File: src/rtl/alc_engine.sv
module alc_engine #(
  parameter int W         = 16,
  parameter int GW        = 6,
  parameter int STEP_BASE = 4
) (
  input  logic          clk,
  input  logic          rst_n,
  input  logic          restart,
  input  logic          in_valid,
  input  logic [W-1:0]  in_left,
  input  logic [W-1:0]  in_right,
  input  logic [W-1:0]  atk_lvl,
  input  logic [W-1:0]  rec_lvl,
  input  logic [1:0]    rcv_mode,
  input  logic [1:0]    rate_code,
  input  logic [1:0]    lim_code,
  output logic [GW-1:0] gain_red
);

  localparam int CW = $clog2(STEP_BASE * 4 + 1);
  localparam logic [GW-1:0] GMAX = '1;

  logic [CW-1:0] cnt_q;
  logic          over_a_q, over_r_q;
  logic [3:0]    viol_q;
  logic          lock_q;
  logic [GW-1:0] gain_q;

  wire [W-1:0] mag_l = in_left[W-1]  ? (~in_left  + 1'b1) : in_left;
  wire [W-1:0] mag_r = in_right[W-1] ? (~in_right + 1'b1) : in_right;
  wire [W-1:0] lvl   = (mag_l > mag_r) ? mag_l : mag_r;

  wire hit_a = in_valid && (lvl > atk_lvl);
  wire hit_r = in_valid && (lvl > rec_lvl);
  wire any_a = over_a_q | hit_a;
  wire any_r = over_r_q | hit_r;

  wire [CW-1:0] intv = (rate_code == 2'd1) ? CW'(STEP_BASE * 2) :
                       (rate_code == 2'd2) ? CW'(STEP_BASE * 4) :
                                             CW'(STEP_BASE);
  wire tick = in_valid && (cnt_q == intv - 1'b1);

  wire lim_mode = (rcv_mode == 2'd2);
  wire can_rcv  = (rcv_mode == 2'd1) || lim_mode;
  wire [3:0] lim  = 4'd1 << lim_code;
  wire [3:0] viol_n = viol_q + 4'd1;

  assign gain_red = gain_q;

  always_ff @(posedge clk or negedge rst_n) begin
    if (!rst_n) begin
      cnt_q <= '0; over_a_q <= 1'b0; over_r_q <= 1'b0;
      viol_q <= '0; lock_q <= 1'b0; gain_q <= '0;
    end else if (restart) begin
      cnt_q <= '0; over_a_q <= 1'b0; over_r_q <= 1'b0;
      viol_q <= '0; lock_q <= 1'b0; gain_q <= '0;
    end else if (in_valid) begin
      if (tick) begin
        cnt_q <= '0;
        over_a_q <= 1'b0;
        over_r_q <= 1'b0;
        if (!lock_q) begin
          if (any_a) begin
            if (gain_q != GMAX) gain_q <= gain_q + 1'b1;
            viol_q <= '0;
          end else if (can_rcv && gain_q != '0) begin
            if (any_r) begin
              if (lim_mode) begin
                viol_q <= viol_n;
                if (viol_n >= lim) lock_q <= 1'b1;
              end
            end else begin
              gain_q <= gain_q - 1'b1;
            end
          end
        end
      end else begin
        cnt_q <= cnt_q + 1'b1;
        over_a_q <= any_a;
        over_r_q <= any_r;
      end
    end
  end


  restart_clear_chk: assert property (@(posedge clk) disable iff (!rst_n)
    restart |=> gain_red == '0);


  idle_stable_chk: assert property (@(posedge clk) disable iff (!rst_n)
    (!in_valid && !restart) |=> $stable(gain_red));


  single_step_chk: assert property (@(posedge clk) disable iff (!rst_n)
    !restart |=> (gain_red == $past(gain_red) ||
                  gain_red == $past(gain_red) + 1'b1 ||
                  gain_red == $past(gain_red) - 1'b1));


  no_wrap_chk: assert property (@(posedge clk) disable iff (!rst_n)
    (gain_red == GMAX && !restart) |=> gain_red != '0);


  hold_mode_chk: assert property (@(posedge clk) disable iff (!rst_n)
    (!restart && (rcv_mode == 2'd0 || rcv_mode == 2'd3)) |=> gain_red >= $past(gain_red));


  frozen_chk: assert property (@(posedge clk) disable iff (!rst_n)
    (lock_q && !restart) |=> $stable(gain_red));

endmodule

File: config.mk
export PLATFORM = sky130hd
export DESIGN_NAME = alc_engine
export DESIGN_NICKNAME = d
export VERILOG_FILES = /design/src/rtl/alc_engine.sv
export SDC_FILE = /design/constraint.sdc
export NUM_CORES = 1
export LEC_CHECK = 0
export BUFFER_PORTS_ARGS = -buffer_cell sky130_fd_sc_hd__buf_2
export CAP_MARGIN = 10
export CORE_UTILIZATION = 45
export CTS_CLUSTER_DIAMETER = 50
export DETAILED_ROUTE_END_ITERATION = 6
export PLACE_DENSITY = 0.71
export SLEW_MARGIN = 20
export SYNTH_ARGS = -nofsm -noshare
export SYNTH_HDL_FRONTEND = slang
export SYNTH_SLANG_ARGS = --single-unit
File: constraint.sdc
create_clock -name clk -period 4 [get_ports clk]
set_input_delay 0.4 -clock clk [delete_from_list [all_inputs] [get_ports clk]]
set_output_delay 0.4 -clock clk [all_outputs]
set_load 0.02 [all_outputs]
# Yosys cells after proc, flatten, opt, wreduce, memory -nomap -nowiden
# Index checks and enable logic that the tools add are counted.
[op_classes]
n_reduce_logical = 14
n_shift = 1
magnitude_cmp = 4
eq_ne = 9
addsub = 7
muxes = 39
bitwise_logic = 4
[op_table]
columns = ["op", "count"]
rows = [
  ["$gt A16 B16 Y1", 3],
  ["$mux W16", 3],
  ["$mux W6", 8],
  ["$add A16 B1 Y16 const B", 2],
  ["$mux W4", 8],
  ["$not A16 Y16", 2],
  ["$mux W5", 5],
  ["$mux W1", 15],
  ["$reduce_and A6 Y1", 2],
  ["$reduce_bool A3 Y1", 3],
  ["$add A6 B1 Y6 const B", 1],
  ["$ne A6 B6 Y1 const B", 1],
  ["$reduce_bool A6 Y1", 1],
  ["$sub A6 B1 Y6 const B", 1],
  ["$add A5 B1 Y5 const B", 1],
  ["$eq A5 B5 Y1", 1],
  ["$sub A5 B1 Y5 const B", 1],
  ["$add A4 B1 Y4 const B", 1],
  ["$eq A2 B1 Y1 const B", 2],
  ["$eq A2 B2 Y1 const B", 2],
  ["$ge A4 B4 Y1", 1],
  ["$logic_and A1 B1 Y1", 4],
  ["$reduce_bool A2 Y1", 2],
  ["$shl A1 B2 Y4 const A", 1],
  ["6 further kinds", 7],
]
[totals]
output_inout_bits = 6
input_bits = 74
word_cells = 84
regBits = 18

# Depth between registers and ports, before layout
[logic_depth]
depth_word = 15
mapped_depth = 29

# Least setup slack after synthesis
# No wires, ideal clock.
[synth_timing]
kind = "input -> register"
startpoint = "in in_right[3]"
endpoint = "reg gain_q[5], in the netlist gain_red[5]"
path_slack_ns = -2.593
t_arrival_ns = 6.506
required_ns = 3.913
setup_ns = 0.087
path_stages = 28
path_cell_list = "or3_4 > or3b_4 > or3_4 > o41ai_2 > xor2_1 > ha_1 > and4_1 > nand4_1 > or4_1 > o21ai_0 > o21bai_1 > buf_2 > buf_2 > mux2i_1 > ha_1 > a21o_1 > a21o_1 > a2111oi_4 > o211ai_2 > nand2_1 > ha_1 > a21o_1 > a21oi_1 > o21bai_1 > a21o_1 > and3_1 > a2111o_1 > o211ai_1"
[synth_between]
elab_chain_len = 13
elab_cells_between_ends = 20
cone_classes = "add/sub (1); order compare (3); eq/ne (2); mux (7); bitwise (3); reduce/logical (4)"
[synth_rtl]
columns = ["item", "line_no", "rtl"]
rows = [
  ["start, declared", "11", "input logic [W-1:0] in_right,"],
  ["$not A16 Y16", "30", "wire [W-1:0] mag_r = in_right[W-1] ? (~in_right + 1'b1) : in_right;"],
  ["$add A16 B1 Y16", "30", ""],
  ["$mux W16 (*)", "30", ""],
  ["$gt A16 B16 Y1", "31", "wire [W-1:0] lvl = (mag_l > mag_r) ? mag_l : mag_r;"],
  ["$mux W16 (*)", "31", ""],
  ["$gt A16 B16 Y1", "33", "wire hit_a = in_valid && (lvl > atk_lvl);"],
  ["$logic_and A1 B1 Y1", "33", ""],
  ["$or A1 B1 Y1", "35", "wire any_a = over_a_q | hit_a;"],
  ["$mux W6", "63", "if (any_a) begin"],
  ["$mux W6", "62", "if (!lock_q) begin"],
  ["$mux W6", "58", "if (tick) begin"],
  ["$mux W6", "57", "end else if (in_valid) begin"],
  ["$mux W6", "54", "end else if (restart) begin"],
  ["end signal, assigned", "64", "if (gain_q != GMAX) gain_q <= gain_q + 1'b1;"],
  ["end signal, assigned", "73", "gain_q <= gain_q - 1'b1;"],
  ["end, declared", "27", "logic [GW-1:0] gain_q;"],
]
# Every way passes the cells marked *; elsewhere a longest branch is shown, timed or not. The select of a mux whose other input is x is not followed.
# A chain may end at the register's enable or synchronous reset.

# Worst setup path in the final report
# Same ends and word-level chain as after synthesis.

==> results.yml <==
run_status:
  run_status: "finished, violations left"
  failed_checks: "negative setup slack"
final_layout:
  antenna_cells_inserted: 0
  finalNetCount: 753
  num-fill-cells: 514
  final_cell_mix: "109 x sky130_fd_sc_hd__buf_4, 77 x sky130_fd_sc_hd__buf_2, 63 x sky130_fd_sc_hd__inv_1"
  layout-drive-gt1-share_pct: 42.2
  areaGrowthSynthToFinish_pct: 59.0
  most_common_cell_after_layout_fill_and_taps_aside: "sky130_fd_sc_hd__buf_4"
global_route:
  grt_pass1_wl_um: 16200
  global_route.overflow_total: 0
  gr-usage-all-layers_pct: 26.4
  grt_start_max_net_pins: 19
  first_global_vias: 3935
  grt_antenna_before_repair: 0
critical_path:
  critical_path_arrival_ps: 6380
  crit_path_top_delay_cell: "sky130_fd_sc_hd__or4_1"
  critPathMaxStageDelay_ps: 510
  cp_max_fo: 5
  timing.critical_path.max_delay_family: "compound AO/OA/AOI/OAI gates"
  cp_data_required_time_ps: 4190
  critPathKind: "in -> reg"
  cp_common_cell: "sky130_fd_sc_hd__a21o_1"
  path_buf_inv: 1
  start_kind: "input pin"
  timing.critical_path.to_type: "flip-flop"
pwr:
  power_mw: 1.78
  power_density_nw_per_um2: 335
  vdd_ir_drop_max_mv: 0.359
  power.static_leakage_nw: 2.78
floorplan:
  floorplan.die.height_um: 88.1
  io_pins: 80
  die_width_um: 88.1
  design.core.area_um2: 7210
  rows: 31
  initial_core_util_pct: 46.2
  floorplan.die_area_um2: 7760
timing:
  timing_worst_slew_pin_value_ps: 432
  clock-skew-final_ps: 6.35
  timing.slew.headroom_pct: 71.2
  hold_viol: 0
  setup_total_negative_slack_ps: -21230
  grt_setup_unrepaired: "yes"
  tmin_final_ps: 6200
  final-setup-viol-count: 13
  setup_slack_ps: -2200
  maxClockFrequency_mhz: 161
  maxSlewViolCount: 0
  layout_worst_path_cycle_share_pct: 155
  worst_slack_on_hold_paths_ps: 68.2
hold_path:
  timing.hold.worst.class: "in -> async"
cts:
  worstSkewPairLatency_ps: 260
  tritoncts: "done"
  cts_made_buffers: 3
  clk_pin_slew_ps: 70
  cts_root_buffer: "sky130_fd_sc_hd__clkbuf_8"
  cts_sinks: 18
  post_cts_hold_buffer_count: 0
  cts_h_tree_depth: 1
  cts_buffer_depth: 2
job:
  maxCapViolCount: 0
placed_design:
  dp.final_hpwl_um: 8000
  routabilityCongestion: 0.884
  io_buffers: 79
routing:
  detail_route.vias_per_cell: 5.39
  initial_drt_pass_iterations: 5
  drt.antenna.violating_nets: 0
  wl_per_cell_um: 15.5
  dr_total_vias: 3846
  detail_route.wirelength_um: 11000
  drt-initial-drc-count: 128
  drt_drc: 0
yosys:
  postSynthRegisterBits: 18
  syn-mean-instance-area_um2: 8.11
  ys_dominant_reg_cell: "sky130_fd_sc_hd__dfrtp_1"
  syn_area_um2: 3330
  seq_area_frac_synth_pct: 13.5
  synth.net_count: 549
  ffs_w_async_s_r_synth_pct: 100
  postSynthCellCount: 411
  yosys_warnings: 0
  synth_edf_count: 0
  distinct_cells_synth: 57
cells in the mapped netlist, types with 3 or more instances:
cell type                  number  area (um^2)
sky130_fd_sc_hd__a22oi_1        3         22.5
sky130_fd_sc_hd__nor2b_1        8         50.1
sky130_fd_sc_hd__and4_1         3         26.3
sky130_fd_sc_hd__nand2b_1       7         43.8
sky130_fd_sc_hd__mux2i_1       17          170
sky130_fd_sc_hd__nand3_1        9         45.0
sky130_fd_sc_hd__o21ai_0        9         45.0
sky130_fd_sc_hd__or3_4          3         33.8
sky130_fd_sc_hd__o211ai_1       6         45.0
sky130_fd_sc_hd__clkbuf_1       3         11.3
sky130_fd_sc_hd__xnor2_1        6         52.6
sky130_fd_sc_hd__and3_1         3         18.8
sky130_fd_sc_hd__a21oi_1       21          105
sky130_fd_sc_hd__o41ai_1        3         26.3
sky130_fd_sc_hd__o31ai_1        9         67.6
sky130_fd_sc_hd__nor2_1        18         67.6
sky130_fd_sc_hd__nand4_1       10         62.6
sky130_fd_sc_hd__o21ai_1        3         15.0
sky130_fd_sc_hd__inv_1         63          236
sky130_fd_sc_hd__a21o_1         9         67.6
sky130_fd_sc_hd__o21a_1         8         60.1
sky130_fd_sc_hd__nand2_1       28          105
sky130_fd_sc_hd__nor3_1         7         35.0
sky130_fd_sc_hd__xor2_1        29          254
sky130_fd_sc_hd__dfrtp_1       18          450
sky130_fd_sc_hd__ha_1          63          788
sky130_fd_sc_hd__o22ai_1        3         18.8
sky130_fd_sc_hd__a211oi_1       3         22.5
sky130_fd_sc_hd__or4_1          4         30.0
metrics by stage:
step	area, um^2	instances	util [%]	setup slack (ps)
after global placement	4700	692	65.2	-2230
after CTS	5040	709	69.9	-2030
after floorplan	3390	411	-	-2250
after detailed placement	4700	692	65.2	-2460
after global routing	5300	713	73.5	-2470
final	5300	713	73.5	-2200
kinds of logic (layout without fill, tap and decap cells):
group / after synthesis / count (layout) / share of synthesized area, %
AO/OA/AOI/OAI: 95 / 95 / 21.0
XOR/XNOR: 36 / 36 / 9.68
adder cells (fa/ha/maj): 64 / 64 / 24.2
buffers and inverters: 69 / 272 / 7.84
flip-flops: 18 / 18 / 13.5
multiplexers: 18 / 18 / 5.44
AND/OR/NAND/NOR: 111 / 111 / 18.3
timing repair:
action	4_1_cts	5_1_grt
buffers inserted	14	10
pin swaps	17	20
setup endpoints to repair	13	13
gates resized for setup	37	36
metal layers:
layer / track usage [%] / up-vias / wire length (um)
li1: - / 1882 / -
met1: 28.7 / 1779 / 4330
met2: 52.3 / 136 / 5720
met3: 1.79 / 49 / 463
met4: 11.3 / 0 / 538
met5: 0 / - / 0
power breakdown:
part	switching, mW	internal, mW
clock	0.0653	0.0877
combinational	0.627	0.734
sequential	0.0550	0.209
total	0.747	1.03
final timing paths:
| kind | from | to | slack, ps | cells past startpoint |
|---|---|---|---|---|
| worst max register to register | over_a_q | gain_red[5] | 1320 | 11 |
| max in group asynchronous | rst_n | cnt_q[0] | 3630 | 1 |
| worst min-delay path | rst_n | gain_red[0] | 70 | 1 |
| worst max-delay path | in_right[3] | gain_red[5] | -2200 | 26 |
| worst min register to register | viol_q[3] | viol_q[3] | 540 | 2 |
| min in group clk | in_valid | cnt_q[1] | 490 | 3 |
area by class of cell:
cell class                 instances  area, um^2  area share, %
sequential                        18         450           8.49
multi-input combinational        324        3000           56.6
tap                               99         124           2.34
timing repair buffer             205        1430           27.0
inverter                          63         236           4.46
clock buffer                       4        55.1           1.04
state kept, by name, indices dropped and copies added (netlist names):
name      flops
gain_red      6
cnt_q         5
viol_q        4
lock_q        1
over_a_q      1
over_r_q      1
No activity file was read; power rests on OpenSTA's default activity.
